<file path="config.mk">
export PLATFORM = sky130hd
export DESIGN_NAME = flash_cmd_decoder
export DESIGN_NICKNAME = d
export VERILOG_FILES = /design/src/rtl/sfd_pkg.sv /design/src/rtl/sfd_rst_sync.sv /design/src/rtl/sfd_sync.sv /design/src/rtl/sfd_decode.sv /design/src/rtl/sfd_tx.sv /design/src/rtl/flash_cmd_decoder.sv
export SDC_FILE = /design/constraint.sdc
export NUM_CORES = 1
export LEC_CHECK = 0
export BUFFER_PORTS_ARGS = -buffer_cell sky130_fd_sc_hd__buf_4
export CORE_ASPECT_RATIO = 1.25
export CORE_MARGIN = 3
export CORE_UTILIZATION = 51
export CTS_CLUSTER_DIAMETER = 150
export DETAILED_ROUTE_END_ITERATION = 8
export HOLD_SLACK_MARGIN = 0.02
export PLACE_DENSITY_LB_ADDON = 0.25
export SLEW_MARGIN = 20
export SYNTH_ARGS = -nofsm -noshare
export SYNTH_HDL_FRONTEND = slang
export SYNTH_SLANG_ARGS = --single-unit
export TNS_END_PERCENT = 20
</file>
<file path="constraint.sdc">
create_clock -name clk -period 5.57 [get_ports clk]
set_clock_uncertainty 0.15 [all_clocks]
set_input_delay 0.557 -clock clk [delete_from_list [all_inputs] [get_ports clk]]
set_output_delay 0.557 -clock clk [all_outputs]
set_load 0.03 [all_outputs]
</file>
<file path="src/rtl/sfd_pkg.sv">
package sfd_pkg;

  localparam logic [7:0] OP_WREN  = 8'h06;
  localparam logic [7:0] OP_WRDI  = 8'h04;
  localparam logic [7:0] OP_RDID  = 8'h9F;
  localparam logic [7:0] OP_RDSR  = 8'h05;
  localparam logic [7:0] OP_WRLK  = 8'hE5;
  localparam logic [7:0] OP_RDLK  = 8'hE8;
  localparam logic [7:0] OP_READ  = 8'h03;
  localparam logic [7:0] OP_FREAD = 8'h0B;
  localparam logic [7:0] OP_PWR   = 8'h0A;
  localparam logic [7:0] OP_PPRG  = 8'h02;
  localparam logic [7:0] OP_PERS  = 8'hDB;
  localparam logic [7:0] OP_SERS  = 8'hD8;
  localparam logic [7:0] OP_BERS  = 8'hC7;
  localparam logic [7:0] OP_SLEEP = 8'hB9;
  localparam logic [7:0] OP_WAKE  = 8'hAB;

  typedef enum logic [2:0] {
    PH_OPC, PH_ADDR, PH_DUMMY, PH_DIN, PH_DOUT, PH_TAIL, PH_SKIP
  } phase_e;

  typedef enum logic [1:0] {
    SRC_ARRAY, SRC_STATUS, SRC_IDENT, SRC_LOCK
  } src_e;

  typedef struct packed {
    logic       known;
    logic       has_addr;
    logic       has_dummy;
    logic       has_din;
    logic       has_dout;
    logic       needs_edge;
    src_e       src;
    logic [1:0] dout_max;   // 0 = unlimited
    logic       din_one;
  } cmd_info_t;

endpackage

</file>
<file path="src/rtl/sfd_rst_sync.sv">
module sfd_rst_sync #(
  parameter int STAGES = 2
) (
  input  logic clk,
  input  logic rst_n,
  output logic rst_ns_o
);

  logic [STAGES-1:0] chain_q;

  always_ff @(posedge clk or negedge rst_n) begin
    if (!rst_n) chain_q <= '0;
    else        chain_q <= {chain_q[STAGES-2:0], 1'b1};
  end

  assign rst_ns_o = chain_q[STAGES-1];

endmodule

</file>
<file path="src/rtl/sfd_sync.sv">
module sfd_sync #(
  parameter int             WIDTH   = 3,
  parameter int             STAGES  = 2,
  parameter logic [WIDTH-1:0] RST_VAL = '0
) (
  input  logic             clk,
  input  logic             rst_n,
  input  logic [WIDTH-1:0] d_i,
  output logic [WIDTH-1:0] q_o
);

  logic [WIDTH-1:0] stage_q [STAGES];

  for (genvar g = 0; g < STAGES; g++) begin : g_stage
    logic [WIDTH-1:0] src;
    if (g == 0) begin : g_first
      assign src = d_i;
    end else begin : g_next
      assign src = stage_q[g-1];
    end
    always_ff @(posedge clk or negedge rst_n) begin
      if (!rst_n) stage_q[g] <= RST_VAL;
      else        stage_q[g] <= src;
    end
  end

  assign q_o = stage_q[STAGES-1];

endmodule

</file>
<file path="src/rtl/sfd_decode.sv">
module sfd_decode
  import sfd_pkg::*;
(
  input  logic [7:0] op_i,
  output cmd_info_t  info_o
);

  always_comb begin
    info_o     = '0;
    info_o.src = SRC_ARRAY;
    case (op_i)
      OP_WREN, OP_WRDI, OP_BERS, OP_SLEEP, OP_WAKE: begin
        info_o.known      = 1'b1;
        info_o.needs_edge = 1'b1;
      end
      OP_RDID: begin
        info_o.known    = 1'b1;
        info_o.has_dout = 1'b1;
        info_o.src      = SRC_IDENT;
        info_o.dout_max = 2'd3;
      end
      OP_RDSR: begin
        info_o.known    = 1'b1;
        info_o.has_dout = 1'b1;
        info_o.src      = SRC_STATUS;
      end
      OP_WRLK: begin
        info_o.known      = 1'b1;
        info_o.has_addr   = 1'b1;
        info_o.has_din    = 1'b1;
        info_o.din_one    = 1'b1;
        info_o.needs_edge = 1'b1;
      end
      OP_RDLK: begin
        info_o.known    = 1'b1;
        info_o.has_addr = 1'b1;
        info_o.has_dout = 1'b1;
        info_o.src      = SRC_LOCK;
        info_o.dout_max = 2'd1;
      end
      OP_READ: begin
        info_o.known    = 1'b1;
        info_o.has_addr = 1'b1;
        info_o.has_dout = 1'b1;
      end
      OP_FREAD: begin
        info_o.known     = 1'b1;
        info_o.has_addr  = 1'b1;
        info_o.has_dummy = 1'b1;
        info_o.has_dout  = 1'b1;
      end
      OP_PWR, OP_PPRG: begin
        info_o.known      = 1'b1;
        info_o.has_addr   = 1'b1;
        info_o.has_din    = 1'b1;
        info_o.needs_edge = 1'b1;
      end
      OP_PERS, OP_SERS: begin
        info_o.known      = 1'b1;
        info_o.has_addr   = 1'b1;
        info_o.needs_edge = 1'b1;
      end
      default: info_o = info_o;
    endcase
  end

endmodule

</file>
<file path="src/rtl/sfd_tx.sv">
module sfd_tx (
  input  logic       clk,
  input  logic       rst_n,
  input  logic       active_i,
  input  logic       shift_i,
  input  logic [7:0] byte_i,
  input  logic [1:0] lim_i,
  output logic       miso_o,
  output logic       oe_o,
  output logic       byte_done_o,
  output logic [1:0] byte_cnt_o
);

  logic [2:0] obit_q, obit_d;
  logic [1:0] bcnt_q, bcnt_d;
  logic       miso_q, miso_d;
  logic       oe_q, oe_d;
  logic       done_q, done_d;
  logic       in_lim;

  assign in_lim = (lim_i == 2'd0) || (bcnt_q < lim_i);

  always_comb begin
    obit_d = obit_q;
    bcnt_d = bcnt_q;
    miso_d = miso_q;
    oe_d   = oe_q;
    done_d = 1'b0;
    if (!active_i) begin
      obit_d = '0;
      bcnt_d = '0;
      miso_d = 1'b0;
      oe_d   = 1'b0;
    end else if (shift_i) begin
      miso_d = in_lim ? byte_i[~obit_q] : 1'b0;
      oe_d   = in_lim;
      obit_d = obit_q + 3'd1;
      if (obit_q == 3'd7) begin
        done_d = 1'b1;
        if (bcnt_q != 2'd3) bcnt_d = bcnt_q + 2'd1;
      end
    end
  end

  always_ff @(posedge clk or negedge rst_n) begin
    if (!rst_n) begin
      obit_q <= '0;
      bcnt_q <= '0;
      miso_q <= 1'b0;
      oe_q   <= 1'b0;
      done_q <= 1'b0;
    end else begin
      obit_q <= obit_d;
      bcnt_q <= bcnt_d;
      miso_q <= miso_d;
      oe_q   <= oe_d;
      done_q <= done_d;
    end
  end

  AST_TX_PAST_LIMIT: assert property (@(posedge clk) disable iff (!rst_n)
    (active_i && shift_i && lim_i != 2'd0 && bcnt_q >= lim_i) |=> !oe_q);

  assign miso_o      = miso_q;
  assign oe_o        = oe_q;
  assign byte_done_o = done_q;
  assign byte_cnt_o  = bcnt_q;

endmodule

</file>
<file path="src/rtl/flash_cmd_decoder.sv">
module flash_cmd_decoder
  import sfd_pkg::*;
#(
  parameter int          ADDR_W      = 24,
  parameter int          PAGE_BYTES  = 256,
  parameter int          SYNC_STAGES = 2,
  parameter logic [23:0] ID_VALUE    = 24'hA1B2C3,
  parameter int          CNT_W       = $clog2(PAGE_BYTES + 1)
) (
  input  logic              clk,
  input  logic              rst_n,
  input  logic              spi_cs_n_i,
  input  logic              spi_sck_i,
  input  logic              spi_mosi_i,
  output logic              spi_miso_o,
  output logic              spi_miso_oe_o,
  input  logic              busy_i,
  input  logic [7:0]        status_i,
  input  logic [7:0]        lock_i,
  output logic [ADDR_W-1:0] rd_addr_o,
  input  logic [7:0]        rd_data_i,
  output logic              pgm_valid_o,
  output logic [7:0]        pgm_data_o,
  output logic              exec_valid_o,
  output logic [7:0]        exec_op_o,
  output logic [ADDR_W-1:0] exec_addr_o,
  output logic [CNT_W-1:0]  exec_count_o
);

  localparam int ADDR_BYTES = ADDR_W / 8;
  localparam int AB_W       = (ADDR_BYTES > 1) ? $clog2(ADDR_BYTES) : 1;
  localparam logic [AB_W-1:0]  AB_LAST  = AB_W'(ADDR_BYTES - 1);
  localparam logic [CNT_W-1:0] PAGE_LIM = CNT_W'(PAGE_BYTES);

  // reset and bus sampling
  logic       rst_ns;
  logic [2:0] bus_s;
  logic       cs_s, sck_s, mosi_s;
  logic       sck_d_q, cs_d_q;
  logic       sck_rise, sck_fall, cs_rise;

  sfd_rst_sync #(.STAGES(SYNC_STAGES)) u_rst (
    .clk(clk), .rst_n(rst_n), .rst_ns_o(rst_ns)
  );

  sfd_sync #(.WIDTH(3), .STAGES(SYNC_STAGES), .RST_VAL(3'b001)) u_sync (
    .clk(clk), .rst_n(rst_ns),
    .d_i({spi_mosi_i, spi_sck_i, spi_cs_n_i}), .q_o(bus_s)
  );

  assign cs_s   = bus_s[0];
  assign sck_s  = bus_s[1];
  assign mosi_s = bus_s[2];

  always_ff @(posedge clk or negedge rst_ns) begin
    if (!rst_ns) begin
      sck_d_q <= 1'b0;
      cs_d_q  <= 1'b1;
    end else begin
      sck_d_q <= sck_s;
      cs_d_q  <= cs_s;
    end
  end

  assign sck_rise = sck_s & ~sck_d_q;
  assign sck_fall = ~sck_s & sck_d_q;
  assign cs_rise  = cs_s & ~cs_d_q;

  // command state
  phase_e             phase_q, phase_d;
  logic [2:0]         bitc_q, bitc_d;
  logic [6:0]         sh_q, sh_d;
  logic [7:0]         op_q, op_d;
  cmd_info_t          info_q, info_d, info_in;
  logic [ADDR_W-1:0]  addr_q, addr_d;
  logic [AB_W-1:0]    abyte_q, abyte_d;
  logic [CNT_W-1:0]   dcnt_q, dcnt_d;
  logic               pgm_v_q, pgm_v_d;
  logic [7:0]         pgm_b_q, pgm_b_d;
  logic               ex_v_q, ex_v_d;
  logic [7:0]         ex_op_q, ex_op_d;
  logic [ADDR_W-1:0]  ex_a_q, ex_a_d;
  logic [CNT_W-1:0]   ex_c_q, ex_c_d;

  logic [7:0]         byte_in;
  logic               accept;
  logic               edge_ok;
  logic [CNT_W-1:0]   din_lim;
  logic               tx_done;
  logic [1:0]         tx_bcnt;
  logic [7:0]         out_byte;

  assign byte_in = {sh_q, mosi_s};

  sfd_decode u_dec (.op_i(byte_in), .info_o(info_in));

  assign accept  = info_in.known && (!busy_i || byte_in == OP_RDSR);
  assign din_lim = info_q.din_one ? CNT_W'(1) : PAGE_LIM;
  assign edge_ok = (bitc_q == 3'd0) && info_q.known && info_q.needs_edge &&
                   ((phase_q == PH_TAIL) ||
                    (phase_q == PH_DIN && dcnt_q != '0));

  always_comb begin
    phase_d = phase_q;
    bitc_d  = bitc_q;
    sh_d    = sh_q;
    op_d    = op_q;
    info_d  = info_q;
    addr_d  = addr_q;
    abyte_d = abyte_q;
    dcnt_d  = dcnt_q;
    pgm_v_d = 1'b0;
    pgm_b_d = pgm_b_q;
    ex_v_d  = 1'b0;
    ex_op_d = ex_op_q;
    ex_a_d  = ex_a_q;
    ex_c_d  = ex_c_q;

    if (cs_rise && edge_ok) begin
      ex_v_d  = 1'b1;
      ex_op_d = op_q;
      ex_a_d  = addr_q;
      ex_c_d  = dcnt_q;
    end

    if (cs_s) begin
      phase_d = PH_OPC;
      bitc_d  = '0;
      abyte_d = '0;
      dcnt_d  = '0;
    end else begin
      if (sck_rise) begin
        sh_d   = byte_in[6:0];
        bitc_d = bitc_q + 3'd1;
        if (bitc_q == 3'd7) begin
          case (phase_q)
            PH_OPC: begin
              op_d   = byte_in;
              info_d = info_in;
              if (!accept)               phase_d = PH_SKIP;
              else if (info_in.has_addr) phase_d = PH_ADDR;
              else if (info_in.has_dout) phase_d = PH_DOUT;
              else                       phase_d = PH_TAIL;
            end
            PH_ADDR: begin
              addr_d  = {addr_q[ADDR_W-9:0], byte_in};
              abyte_d = abyte_q + 1'b1;
              if (abyte_q == AB_LAST) begin
                if (info_q.has_dummy)     phase_d = PH_DUMMY;
                else if (info_q.has_dout) phase_d = PH_DOUT;
                else if (info_q.has_din)  phase_d = PH_DIN;
                else                      phase_d = PH_TAIL;
              end
            end
            PH_DUMMY: phase_d = PH_DOUT;
            PH_DIN: begin
              if (dcnt_q < din_lim) begin
                pgm_v_d = 1'b1;
                pgm_b_d = byte_in;
                dcnt_d  = dcnt_q + 1'b1;
              end
            end
            default: phase_d = phase_q;
          endcase
        end
      end
      if (tx_done && info_q.src == SRC_ARRAY && info_q.has_addr) begin
        addr_d = addr_q + 1'b1;
      end
    end
  end

  always_ff @(posedge clk or negedge rst_ns) begin
    if (!rst_ns) begin
      phase_q <= PH_OPC;
      bitc_q  <= '0;
      sh_q    <= '0;
      op_q    <= '0;
      info_q  <= '0;
      addr_q  <= '0;
      abyte_q <= '0;
      dcnt_q  <= '0;
      pgm_v_q <= 1'b0;
      pgm_b_q <= '0;
      ex_v_q  <= 1'b0;
      ex_op_q <= '0;
      ex_a_q  <= '0;
      ex_c_q  <= '0;
    end else begin
      phase_q <= phase_d;
      bitc_q  <= bitc_d;
      sh_q    <= sh_d;
      op_q    <= op_d;
      info_q  <= info_d;
      addr_q  <= addr_d;
      abyte_q <= abyte_d;
      dcnt_q  <= dcnt_d;
      pgm_v_q <= pgm_v_d;
      pgm_b_q <= pgm_b_d;
      ex_v_q  <= ex_v_d;
      ex_op_q <= ex_op_d;
      ex_a_q  <= ex_a_d;
      ex_c_q  <= ex_c_d;
    end
  end

  // output source selection
  always_comb begin
    case (info_q.src)
      SRC_STATUS: out_byte = status_i;
      SRC_LOCK:   out_byte = lock_i;
      SRC_IDENT: begin
        case (tx_bcnt)
          2'd0:    out_byte = ID_VALUE[23:16];
          2'd1:    out_byte = ID_VALUE[15:8];
          default: out_byte = ID_VALUE[7:0];
        endcase
      end
      default:    out_byte = rd_data_i;
    endcase
  end

  sfd_tx u_tx (
    .clk(clk), .rst_n(rst_ns),
    .active_i(!cs_s),
    .shift_i(sck_fall && phase_q == PH_DOUT),
    .byte_i(out_byte),
    .lim_i(info_q.dout_max),
    .miso_o(spi_miso_o),
    .oe_o(spi_miso_oe_o),
    .byte_done_o(tx_done),
    .byte_cnt_o(tx_bcnt)
  );

  assign rd_addr_o    = addr_q;
  assign pgm_valid_o  = pgm_v_q;
  assign pgm_data_o   = pgm_b_q;
  assign exec_valid_o = ex_v_q;
  assign exec_op_o    = ex_op_q;
  assign exec_addr_o  = ex_a_q;
  assign exec_count_o = ex_c_q;

  AST_EXEC_ON_BOUNDARY: assert property (@(posedge clk) disable iff (!rst_ns)
    exec_valid_o |-> $past(bitc_q == 3'd0));

  AST_EXEC_ONE_CYCLE: assert property (@(posedge clk) disable iff (!rst_ns)
    exec_valid_o |=> !exec_valid_o);

  AST_OE_IN_DOUT: assert property (@(posedge clk) disable iff (!rst_ns)
    spi_miso_oe_o |-> $past(phase_q == PH_DOUT));

  AST_PGM_IN_PAGE: assert property (@(posedge clk) disable iff (!rst_ns)
    pgm_valid_o |-> (dcnt_q != '0 && dcnt_q <= PAGE_LIM));

  AST_BUSY_REJECT: assert property (@(posedge clk) disable iff (!rst_ns)
    (!cs_s && sck_rise && bitc_q == 3'd7 && phase_q == PH_OPC &&
     busy_i && byte_in != OP_RDSR) |=> (phase_q == PH_SKIP || cs_s));

endmodule

</file>
==> summary.txt, run 1 <==
Clock network
  • Clk Latency, worst-skew pair: 0.43 ns
  • Deepest clock path buffer count: 2
  • CTS root buf: clkbuf_16
  • TritonCTS clock tree: yes
  • CTS sink cnt: 136
  • Total CTS buffers: 17
  • CTS H-Tree Depth: 4
  • Clock-pin slew on the worst setup and hold paths: 0.06 ns
  • Post-CTS setup buffer count: 0

Worst setup path
  • Slowest stage delay, CP: 0.78 ns
  • Startpoint types: register
  • Crit path capture type: register
  • WS Path Type: reg -> reg
  • Worst path cell trace: nor2_1 > nand3_1 > a21oi_4 > o21ai_0 > a221oi_1
  • Buf/Inv on CP: 0
  • Crit path max fanout: 27
  • Top cell family by delay on the critical path: compound AO/OA/AOI/OAI gates
  • Worst path slowest cell: a21oi_4
  • Data required time of the critical path: 5.74 ns
  • Worst Path Arrival: 3.09 ns

Route
  • Routed vias: 5221
  • Post-Route WL: 15500 um
  • Vias per cell: 5.76
  • Post-DRT Antenna Nets: 0
  • DR WL/cell: 17.1 um
  • 1st-pass router iterations: 5
  • Starting DRC count in detailed routing: 332
  • Drt drc: 0

Floorplanning
  • FP Rows: 46
  • Io pins: 107
  • Die area: 15000 um^2
  • Initial Utilization: 53.2%
  • Die W: 110 um
  • Die Ht: 136 um
  • Core Box Area: 13000 um^2

Worst hold path
  • Worst hold path type: in -> reg

Pwr
  • VDD IR max: 0.199 mV
  • Leakage power: 4.01 nW
  • Pwr Density: 286 nW/um^2

Timing
  • Worst hold slack: 0.0831 ns
  • Slew @ Worst Pin: 0.789 ns
  • Setup_tns: 0 ns
  • Unrepaired setup endpoints after global routing: no
  • Count of final setup violators: 0
  • Fmax: 0.343 GHz
  • Max_slew headroom: 47.4%
  • Tmin final: 2.92 ns
  • Final Max Slew Viols: 0
  • Fin. Hold Viols: 0
  • Fin crit share: 52.4%

Place
  • Dpl hpwl: 10400 um
  • Placer Congestion: 0.864
  • PortBufs: 106

Run status
  • Outcome: complete, no violations

Cells and area
  • Layout cells sized above 1: 30.3%
  • Area of the multi-input gates: 3230 um^2
  • Net total in the final layout: 771
  • Register area: 3410 um^2
  • Area growth syn-to-layout: 21.1%
  • Number of fill cells in the layout: 1030
  • Antenna cells: 0

Yosys
  • Synth Net Count: 683
  • Synthesized area: 6920 um^2
  • Syn Area/Cell: 10.9 um^2
  • Seq/Total Area, Yosys: 49.2%
  • Synthesized instance count: 638
  • Number of flops mapped to enable cells by yosys: 0
  • Ys Warns: 0
  • Post-synth ARST share: 100%
  • Library cells used by synthesis: 68
  • Top_reg_cell synth: dfrtp_1
  • Synthesis-stage register bit count: 136

Global routing
  • Number of global-route vias before repair: 5236
  • Grt ovf: 0
  • Largest net degree at the start of global routing: 89
  • Initial antenna violation count: 0
  • Gr usage total: 21.7%
  • First-pass GRT wire length: 25600 um

Run
  • Maxcap violations: 0
-- routing by layer --
layer | vias to the layer above | track usage, % | part of all wire (%)
li1 | 2449 | - | -
met1 | 2577 | 27.1 | 41
met2 | 179 | 36.4 | 51
met3 | 16 | 5.13 | 6.0
met4 | 0 | 8.01 | 1.3
met5 | - | 0 | 0
-- power breakdown --
| group | switching [mW] | internal, mW | total, mW |
|---|---|---|---|
| combinational | 0.0554 | 0.0702 | 0.126 |
| sequential | 0.0876 | 1.01 | 1.10 |
| clock | 0.436 | 0.730 | 1.17 |
-- final cells by class --
cell class | count | share of cell area, %
Sequential cell | 136 | 40.7
Multi-Input combinational cell | 445 | 38.5
Timing Repair Buffer | 112 | 10.3
Clock buffer | 19 | 5.40
Tap cell | 168 | 2.51
Clock inverter | 13 | 1.97
Inverter | 14 | 0.627
-- final timing paths --
check	from	to	slack, ns	cells after the start
hold / removal	spi_mosi_i	u_sync.g_stage[1].src[2]	0.08	1
setup reg to reg	info_q[3]	rd_addr_o[10]	2.65	5
hold reg to reg	u_rst.chain_q[1]	u_sync.g_stage[1].src[2]	0.11	0
max in group asynchronous	u_rst.chain_q[1]	phase_q[1]	3.85	2
setup / recovery	info_q[3]	rd_addr_o[10]	2.65	5
min in group asynchronous	u_rst.chain_q[1]	u_sync.g_stage[1].src[2]	0.11	0
-- repair_timing --
action,4_1_cts,5_1_grt
resized for setup,0,0
hold buffers,1,0
hold endpoints to repair,2,0
-- registers in the layout, indices dropped and copies added, names as in the netlist --
register	flops
pgm_data_o	8
sh_q	7
u_sync.g_stage.src	3
u_rst.chain_q	2
cs_d_q	1
u_sync.q_o	3
pgm_valid_o	1
u_tx.byte_cnt_o	2
op_q	8
abyte_q	2
sck_d_q	1
u_tx.obit_q	3
bitc_q	3
exec_op_o	8
exec_valid_o	1
dcnt_q	9
u_tx.byte_done_o	1
exec_addr_o	24
u_tx.miso_o	1
rd_addr_o	24
u_tx.oe_o	1
exec_count_o	9
info_q	11
phase_q	3
-- cells in the mapped netlist (4+ instances only) --
cell type  count  area (um^2)
and3_1        10         62.6
clkbuf_1      17         63.8
a21o_1         4         30.0
nor3b_1        4         30.0
nor3_1         8         40.0
dfrtp_1      133         3330
a2bb2oi_1      7         61.3
mux2_2        21          236
xor2_1         7         61.3
a21oi_1       39          195
o21ai_0       19         95.1
buf_4          4         30.0
o22a_1         5         43.8
nor2_1        51          191
nand4_1       13         81.3
o22ai_1       11         68.8
mux2i_1        6         60.1
nor4_1         6         37.5
nand2b_1      12         75.1
and4_1         4         35.0
nand2_1       69          259
a31oi_1       10         62.6
inv_1         14         52.6
nand4b_1       6         52.6
nand3_1       21          105
ha_1          15          188
mux2_4        39          586
buf_6          7         78.8
xnor2_1        7         61.3
buf_2         14         70.1
-- cells by family after synthesis --
kind of cell	share of synthesized area, %
mux	13.1
simple gates	17.5
buf+inv	4.32
compound gates	11.3
fa+ha+maj	2.71
flops	49.2
xor+xnor	1.77
other cells	0.0542
-- cell usage in the layout (no fill, tap or decap), types with 4 or more instances in the layout --
master,Yosys,layout
xor2_1,7,7
o22a_1,5,5
and3_1,10,10
inv_6,0,4
mux2_2,21,21
nand2_1,69,69
buf_4,4,110
nand4_1,13,13
a2bb2oi_1,7,7
nor3_1,8,8
mux2i_1,6,6
nand3_1,21,21
clkinvlp_4,0,4
nor3b_1,4,4
a21o_1,4,4
nand2b_1,12,12
nor2_1,51,51
o21ai_0,19,19
nand4b_1,6,6
a21oi_1,39,39
o22ai_1,11,11
clkbuf_16,0,17
ha_1,15,15
xnor2_1,7,7
mux2_4,39,39
a31oi_1,10,10
dfrtp_1,133,132
and4_1,4,4
inv_1,14,14
nor4_1,6,6
-- through the flow --
stage                     cells  setup slack (ns)  total power, mW  cell area, um^2  util (%)
after floorplan             638              1.36             1.19             6920         -
after global placement      873              2.82             1.23             7720      59.4
after detailed placement    873              2.72             1.24             7720      59.4
after CTS                   906              2.69             2.41             8350      64.2
after global routing        907              2.33             2.48             8380      64.4
final                       907              2.65             2.39             8380      64.4
Note: power is estimated with default switching activity, not from simulation.
==> run 2: changes to the inputs <==
--- a/config.mk
+++ b/config.mk
@@ -5,6 +5,7 @@
 export SDC_FILE = /design/constraint.sdc
 export NUM_CORES = 1
 export LEC_CHECK = 0
+export ABC_AREA = 1
 export BUFFER_PORTS_ARGS = -buffer_cell sky130_fd_sc_hd__buf_4
 export CORE_ASPECT_RATIO = 1.25
 export CORE_MARGIN = 3
==> constraint.sdc (replaced) <==
create_clock -name clk -period 2.4 [get_ports clk]
set_clock_uncertainty 0.15 [all_clocks]
set_input_delay 0.24 -clock clk [delete_from_list [all_inputs] [get_ports clk]]
set_output_delay 0.24 -clock clk [all_outputs]
set_load 0.03 [all_outputs]
==> run 2 against run 1 <==
Net effect:
- clock-buffer cell count grew 6
- synthesized cell count up 33%
- hold slack lost 0.026 ns
- clock power increased by 110%
- die area shrank 1.5%
- cell area is 0.99% higher
- fmax increased by 38%
- global-route usage grew 2.9 points
- routed wire length rose by 10%
- core utilization up 1.2 points
- register-to-register slack lost 2.4 ns
- worst setup slack worse by 2.4 ns
- critical path type unchanged
==> summary.txt, run 2 <==
Yosys
  • Ys Warns: 0 (unchanged)
  • Number of flops mapped to enable cells by yosys: 0 (unchanged)
  • Post-synth ARST share: 100% (unchanged)
  • Top post-synthesis cells by area: dfrtp_1 49%, nand2_1 13%, o21ai_0 7.6% (was dfrtp_1 48%, mux2_4 8.5%, nand2_1 3.7%)
  • Synth Net Count: 891 (was 683)
  • Synth cell count leaders: 232 x nand2_1, 133 x dfrtp_1, 103 x o21ai_0, 85 x nor2_1, 80 x inv_1 (was 133 x dfrtp_1, 69 x nand2_1, 51 x nor2_1, 39 x a21oi_1, 39 x mux2_4)
  • Synthesized instance count: 846 (was 638)
  • Synthesized area: 6820 um^2 (was 6920 um^2)
  • Most common cell in the netlist: nand2_1 (was dfrtp_1)
  • Syn Area/Cell: 8.06 um^2 (was 10.9 um^2)
  • Top_reg_cell synth: dfrtp_1 (unchanged)
  • Synthesis-stage register bit count: 136 (unchanged)
  • Synth top area share: 48.8% (was 48.1%)
  • Cell accounting for the most synthesized area: dfrtp_1 (unchanged)
  • Library cells used by synthesis: 40 (was 68)
  • Seq/Total Area, Yosys: 50.0% (was 49.2%)

Pwr
  • Switching Fraction: 23.6% (was 24.2%)
  • Int Pwr: 3.99 mW (was 1.81 mW)
  • VDD IR max: 0.460 mV (was 0.199 mV)
  • Pwr Density: 616 nW/um^2 (was 286 nW/um^2)
  • Seq pwr share: 45.9% (was 46.0%)
  • Clock power share: 47.4% (was 48.7%)
  • Switching power: 1.23 mW (was 0.579 mW)
  • Combinational power share: 6.7% (was 5.2%)
  • Leakage power: 4.33 nW (was 4.01 nW)

Floorplanning
  • Die Ht: 135 um (was 136 um)
  • FP Rows: 46 (unchanged)
  • Initial Utilization: 52.9% (was 53.2%)
  • Die W: 109 um (was 110 um)
  • Core Box Area: 12900 um^2 (was 13000 um^2)
  • Io pins: 107 (unchanged)
  • Die area: 14800 um^2 (was 15000 um^2)

Cells and area
  • Most frequent cells in the layout: 232 x nand2_1, 132 x dfrtp_1, 118 x buf_4, 103 x o21ai_0, 85 x nor2_1 (was 132 x dfrtp_1, 110 x buf_4, 69 x nand2_1, 51 x nor2_1)
  • Net total in the final layout: 1014 (was 771)
  • Final std cells w/o fill: 1150 (was 907)
  • Area growth syn-to-layout: 24.2% (was 21.1%)
  • Layout cells sized above 1: 19.6% (was 30.3%)
  • Most common cell after layout, fill and taps aside: nand2_1 (was dfrtp_1)
  • Antenna cells: 0 (unchanged)
  • Number of fill cells in the layout: 1132 (was 1030)
  • Post-route cell area: 8460 um^2 (was 8380 um^2)

Worst setup path
  • Worst Path Arrival: 2.25 ns (was 3.09 ns)
  • Crit path capture type: register (unchanged)
  • Data required time of the critical path: 2.53 ns (was 5.74 ns)
  • Startpoint types: register (unchanged)
  • Crit path max fanout: 18 (was 27)
  • Reg2Reg Setup Slack: 0.28 ns (was 2.65 ns)
  • WS Path Type: reg -> reg (unchanged)

Timing
  • Fin crit share: 88.3% (was 52.4%)
  • Fin. Hold Viols: 0 (unchanged)
  • Fmax: 0.472 GHz (was 0.343 GHz)
  • Count of final setup violators: 0 (unchanged)
  • Slew @ Worst Pin: 0.563 ns (was 0.789 ns)
  • Unrepaired setup endpoints after global routing: no (unchanged)
  • Setup_tns: 0 ns (unchanged)
  • Final Max Slew Viols: 0 (unchanged)
  • Max_slew headroom: 62.5% (was 47.4%)
  • Tmin final: 2.12 ns (was 2.92 ns)

Clock network
  • CTS sink cnt: 136 (unchanged)
  • TritonCTS clock tree: yes (unchanged)
  • Clk Latency, worst-skew pair: 0.42 ns (was 0.43 ns)
  • CTS root buf: clkbuf_16 (unchanged)
  • Deepest clock path buffer count: 2 (unchanged)
  • Post-CTS resize count: 0 (unchanged)
  • Clock-pin slew on the worst setup and hold paths: 0.06 ns (about the same)
  • Total CTS buffers: 17 (unchanged)
  • CTS H-Tree Depth: 4 (unchanged)
  • Hold Buf Count CTS: 5 (was 1)
  • Post-CTS setup buffer count: 0 (unchanged)

Global routing
  • Number of global-route vias before repair: 5896 (was 5236)
  • Largest net degree at the start of global routing: 47 (was 89)
  • First-pass GRT wire length: 28600 um (was 25600 um)
  • Gr usage total: 24.6% (was 21.7%)
  • Initial antenna violation count: 0 (unchanged)
  • Grt ovf: 0 (unchanged)

Place
  • Placer Congestion: 0.929 (was 0.864)
  • PortBufs: 106 (unchanged)
  • Placed cells: 1113 (was 873)
  • Post-DP Area: 7850 um^2 (was 7720 um^2)
  • Dpl hpwl: 12300 um (was 10400 um)

Route
  • Starting DRC count in detailed routing: 391 (was 332)
  • 1st-pass router iterations: 5 (unchanged)
  • DR WL/cell: 14.8 um (was 17.1 um)
  • Post-Route WL: 17100 um (was 15500 um)
  • Post-DRT Antenna Nets: 0 (unchanged)
  • Drt drc: 0 (unchanged)
  • Routed vias: 6073 (was 5221)
  • Vias per cell: 5.28 (was 5.76)

Run status
  • Outcome: complete, no violations (unchanged)

Worst hold path
  • Worst hold path type: in -> reg (unchanged)

Run
  • Maxcap violations: 0 (unchanged)
## run 2: power groups by stage
| stage | clock, mW | combinational [mW] | sequential [mW] |
|---|---|---|---|
| 2_1_floorplan | 0 | 0.194 | 2.44 |
| 3_3_place_gp | 0 | 0.336 | 2.43 |
| 3_5_place_dp | 0 | 0.341 | 2.43 |
| 4_1_cts | 2.52 | 0.352 | 2.39 |
| 5_1_grt | 2.61 | 0.401 | 2.40 |
| 6_report | 2.47 | 0.350 | 2.40 |
## run 2: area by class of cell
class                           count  area, um^2  area share (%)
Timing Repair Buffer              127        1020            12.0
Sequential cell                   136        3410            40.3
Clock inverter                      7        67.6           0.798
Inverter                           90         340            4.02
Tap cell                          168         210            2.48
Clock buffer                       25         495            5.85
Multi-Input combinational cell    597        2920            34.5
## run 2: layer usage
metal	global-route usage [%]	up-vias	part of all wire (%)
li1	-	2974	-
met1	31.3	2870	41
met2	41.2	198	51
met3	4.77	31	5.7
met4	9.84	0	2.2
met5	0	-	0
## run 2: path summary, 6_finish.rpt
check                                 start                       end  depth (start not counted)
setup reg to reg                  bitc_q[0]              rd_addr_o[6]                          9
setup / recovery                  bitc_q[0]              rd_addr_o[6]                          9
min in group asynchronous  u_rst.chain_q[1]             pgm_data_o[7]                          0
hold / removal                       busy_i                phase_q[1]                          5
max in group asynchronous  u_rst.chain_q[1]  u_sync.g_stage[1].src[0]                          1
hold reg to reg            u_rst.chain_q[1]             pgm_data_o[7]                          0
## run 2: cells by family (layout without fill, tap and decap cells)
group	after synthesis	in the layout	share of synthesized area, %
AND/OR/NAND/NOR	405	405	25.3
other	1	1	0.0550
AO/OA/AOI/OAI	162	162	12.9
adder cells (fa/ha/maj)	15	15	2.75
flip-flops	136	136	50.0
buffers and inverters	113	249	7.14
XOR/XNOR	14	14	1.80
## run 2: through the flow
step,hold WS (ns),power (mW),setup WS (ns),util [%]
6_report,0.0576,5.22,0.281,65.6
3_3_place_gp,-0.127,2.77,0.373,60.9
2_1_floorplan,-0.206,2.63,0.461,-
3_5_place_dp,-0.125,2.77,0.371,60.9
5_1_grt,0.0726,5.42,0.126,65.6
4_1_cts,0.0408,5.27,0.340,65.6
## run 2: critical path: stages, from the launching register on
cell and delay (ns):
dfrtp_1 0.39, ha_1 0.17, ha_1 0.18, nand2_2 0.10, nor2_2 0.23, o21ai_4 0.09
inv_2 0.27, o21ai_0 0.23, nand2_1 0.10, o21ai_0 0.09
==> run 3: changes to the inputs <==
--- a/config.mk
+++ b/config.mk
@@ -7,11 +7,12 @@
 export LEC_CHECK = 0
 export ABC_AREA = 1
 export BUFFER_PORTS_ARGS = -buffer_cell sky130_fd_sc_hd__buf_4
-export CORE_ASPECT_RATIO = 1.25
+export CORE_ASPECT_RATIO = 1.75
 export CORE_MARGIN = 3
 export CORE_UTILIZATION = 51
 export CTS_CLUSTER_DIAMETER = 150
 export DETAILED_ROUTE_END_ITERATION = 8
+export GPL_TIMING_DRIVEN = 0
 export HOLD_SLACK_MARGIN = 0.02
 export PLACE_DENSITY_LB_ADDON = 0.25
 export SLEW_MARGIN = 20
==> run 3 against run 2 <==
Net effect:
- register-to-register slack got worse by 0.08 ns
- die area increased by 0.31%
- non-clock buffer count increased by 9
- cell count increased by 1.0%
- total power increased by 3.8%
- largest cell class unchanged
==> summary.txt, run 3 (synthesis gave the netlist of run 2 again) <==
Run status
  • Outcome: complete, no violations (unchanged)

Timing
  • Unrepaired setup endpoints after global routing: no (unchanged)
  • Slew @ Worst Pin: 0.591 ns (was 0.563 ns)
  • Fin. Hold Viols: 0 (unchanged)
  • Final worst setup slack: 0.204 ns (was 0.281 ns)
  • Max_slew headroom: 60.6% (was 62.5%)
  • Setup_tns: 0 ns (unchanged)
  • Count of final setup violators: 0 (unchanged)
  • Fmax: 0.455 GHz (was 0.472 GHz)
  • Tmin final: 2.20 ns (was 2.12 ns)
  • Fin crit share: 91.5% (was 88.3%)
  • Final Max Slew Viols: 0 (unchanged)

Cells and area
  • Most frequent cells in the layout: 232 x nand2_1, 132 x dfrtp_1, 106 x buf_4, 103 x o21ai_0, 85 x nor2_1 (was 232 x nand2_1, 132 x dfrtp_1, 118 x buf_4, 103 x o21ai_0, 85 x nor2_1)
  • Net total in the final layout: 1023 (was 1014)
  • Area growth syn-to-layout: 25.2% (was 24.2%)
  • Number of fill cells in the layout: 1129 (was 1132)
  • Layout cells sized above 1: 20.1% (was 19.6%)
  • Final std cells w/o fill: 1162 (was 1150)
  • Most common cell after layout, fill and taps aside: nand2_1 (unchanged)
  • Post-route cell area: 8540 um^2 (was 8460 um^2)
  • Antenna cells: 0 (unchanged)

Worst setup path
  • Startpoint types: register (unchanged)
  • Worst reg2reg path startpoint: rd_addr_o[0] (was bitc_q[0])
  • Crit path capture type: register (unchanged)
  • WS Path Type: reg -> reg (unchanged)
  • Worst Path Arrival: 2.35 ns (was 2.25 ns)
  • Crit. Startpoint: rd_addr_o[0] (was bitc_q[0])
  • Crit path max fanout: 6 (was 18)
  • Data required time of the critical path: 2.56 ns (was 2.53 ns)

Pwr
  • Pwr Total: 5.41 mW (was 5.22 mW)
  • Leakage power: 4.36 nW (was 4.33 nW)
  • Switching power: 1.32 mW (was 1.23 mW)
  • Int Pwr: 4.09 mW (was 3.99 mW)
  • Pwr Density: 634 nW/um^2 (was 616 nW/um^2)
  • Seq pwr share: 44.2% (was 45.9%)
  • Combinational power share: 6.5% (was 6.7%)
  • Clock power share: 49.3% (was 47.4%)
  • Switching Fraction: 24.4% (was 23.6%)
  • VDD IR max: 0.542 mV (was 0.460 mV)

Clock network
  • Total CTS buffers: 17 (unchanged)
  • CTS root buf: clkbuf_16 (unchanged)
  • CTS sink cnt: 136 (unchanged)
  • CTS H-Tree Depth: 4 (unchanged)
  • Post-CTS setup buffer count: 0 (unchanged)
  • Clock-pin slew on the worst setup and hold paths: 0.06 ns (about the same)
  • Clk Latency, worst-skew pair: 0.42 ns (about the same)
  • Deepest clock path buffer count: 2 (unchanged)
  • Hold Buf Count CTS: 5 (unchanged)
  • Post-CTS resize count: 0 (unchanged)
  • TritonCTS clock tree: yes (unchanged)

Route
  • Post-DRT Antenna Nets: 0 (unchanged)
  • Post-Route WL: 18900 um (was 17100 um)
  • 1st-pass router iterations: 6 (was 5)
  • Routed vias: 6135 (was 6073)
  • DR WL/cell: 16.3 um (was 14.8 um)
  • Drt drc: 0 (unchanged)
  • Starting DRC count in detailed routing: 292 (was 391)
  • Vias per cell: 5.28 (about the same)

Place
  • Dpl hpwl: 14000 um (was 12300 um)
  • Placed cells: 1125 (was 1113)
  • PortBufs: 106 (unchanged)
  • Setup slack at placement: 0.272 ns (was 0.371 ns)
  • Post-DP Area: 7890 um^2 (was 7850 um^2)
  • Placer Congestion: 0.986 (was 0.929)

Global routing
  • Number of global-route vias before repair: 6175 (was 5896)
  • Gr usage total: 26.7% (was 24.6%)
  • First-pass GRT wire length: 31000 um (was 28600 um)
  • Grt ovf: 0 (unchanged)
  • Initial antenna violation count: 0 (unchanged)
  • Largest net degree at the start of global routing: 59 (was 47)

Floorplanning
  • Die W: 93.4 um (was 109 um)
  • Die area: 14800 um^2 (about the same)
  • Initial Utilization: 52.4% (was 52.9%)
  • Die Ht: 159 um (was 135 um)
  • Io pins: 107 (unchanged)
  • Core Box Area: 13000 um^2 (was 12900 um^2)
  • FP Rows: 55 (was 46)

Worst hold path
  • Worst hold path type: reg -> async (was in -> reg)

Run
  • Maxcap violations: 0 (unchanged)
## run 3: worst paths after layout
check                                           end  slack [ns]  cells after the start
setup / recovery                      rd_addr_o[15]        0.20                      9
hold / removal                              op_q[6]        0.11                      0
setup reg to reg                      rd_addr_o[15]        0.20                      9
hold reg to reg                             op_q[6]        0.11                      0
max in group asynchronous  u_sync.g_stage[1].src[0]        1.02                      2
min in group clk                         phase_q[2]        0.12                      5
## run 3: critical path, stage by stage, from the launching register on
cell     delay [ns]
dfrtp_1        0.47
nand3_1        0.17
nor2_2         0.30
nand2_1        0.13
nor2_2         0.31
inv_1          0.19
o21ai_1        0.15
nand3_1        0.08
nand2_1        0.07
o21ai_1        0.06
## run 3: final cells by class
class	instances	area [um^2]	area share, %
plain buffers	23	146	1.72
clock buffers	18	429	5.03
clock inverters	14	171	2.01
inverters	90	340	3.99
multi-input cells	597	2920	34.2
flip-flops and latches	136	3410	40.0
well taps	171	214	2.51
repair buffers	113	901	10.6
## run 3: layer usage
metal	vias to the layer above	routed length [um]	part of all wire, %	track usage (%)
li1	3002	-	-	-
met4	0	1010	5.3	15.3
met2	178	10300	54	47.8
met5	-	0	0	0
met3	61	707	3.7	4.59
met1	2894	6920	37	28.9
## run 3: power groups by stage
stage | Clock, mW | Sequential, mW | Combinational (mW)
detailed placement | 0 | 2.43 | 0.341
floorplan | 0 | 2.44 | 0.194
finish | 2.67 | 2.39 | 0.350
global route | 2.80 | 2.40 | 0.392
global placement | 0 | 2.47 | 0.292
CTS | 2.70 | 2.39 | 0.349
## run 3: per-stage QoR
stage                     hold slack, ns  util (%)
after floorplan                   -0.206         -
after global placement            -0.127      60.2
after detailed placement          -0.124      60.6
after CTS                          0.107      65.6
after global routing               0.128      65.6
final                              0.114      65.6
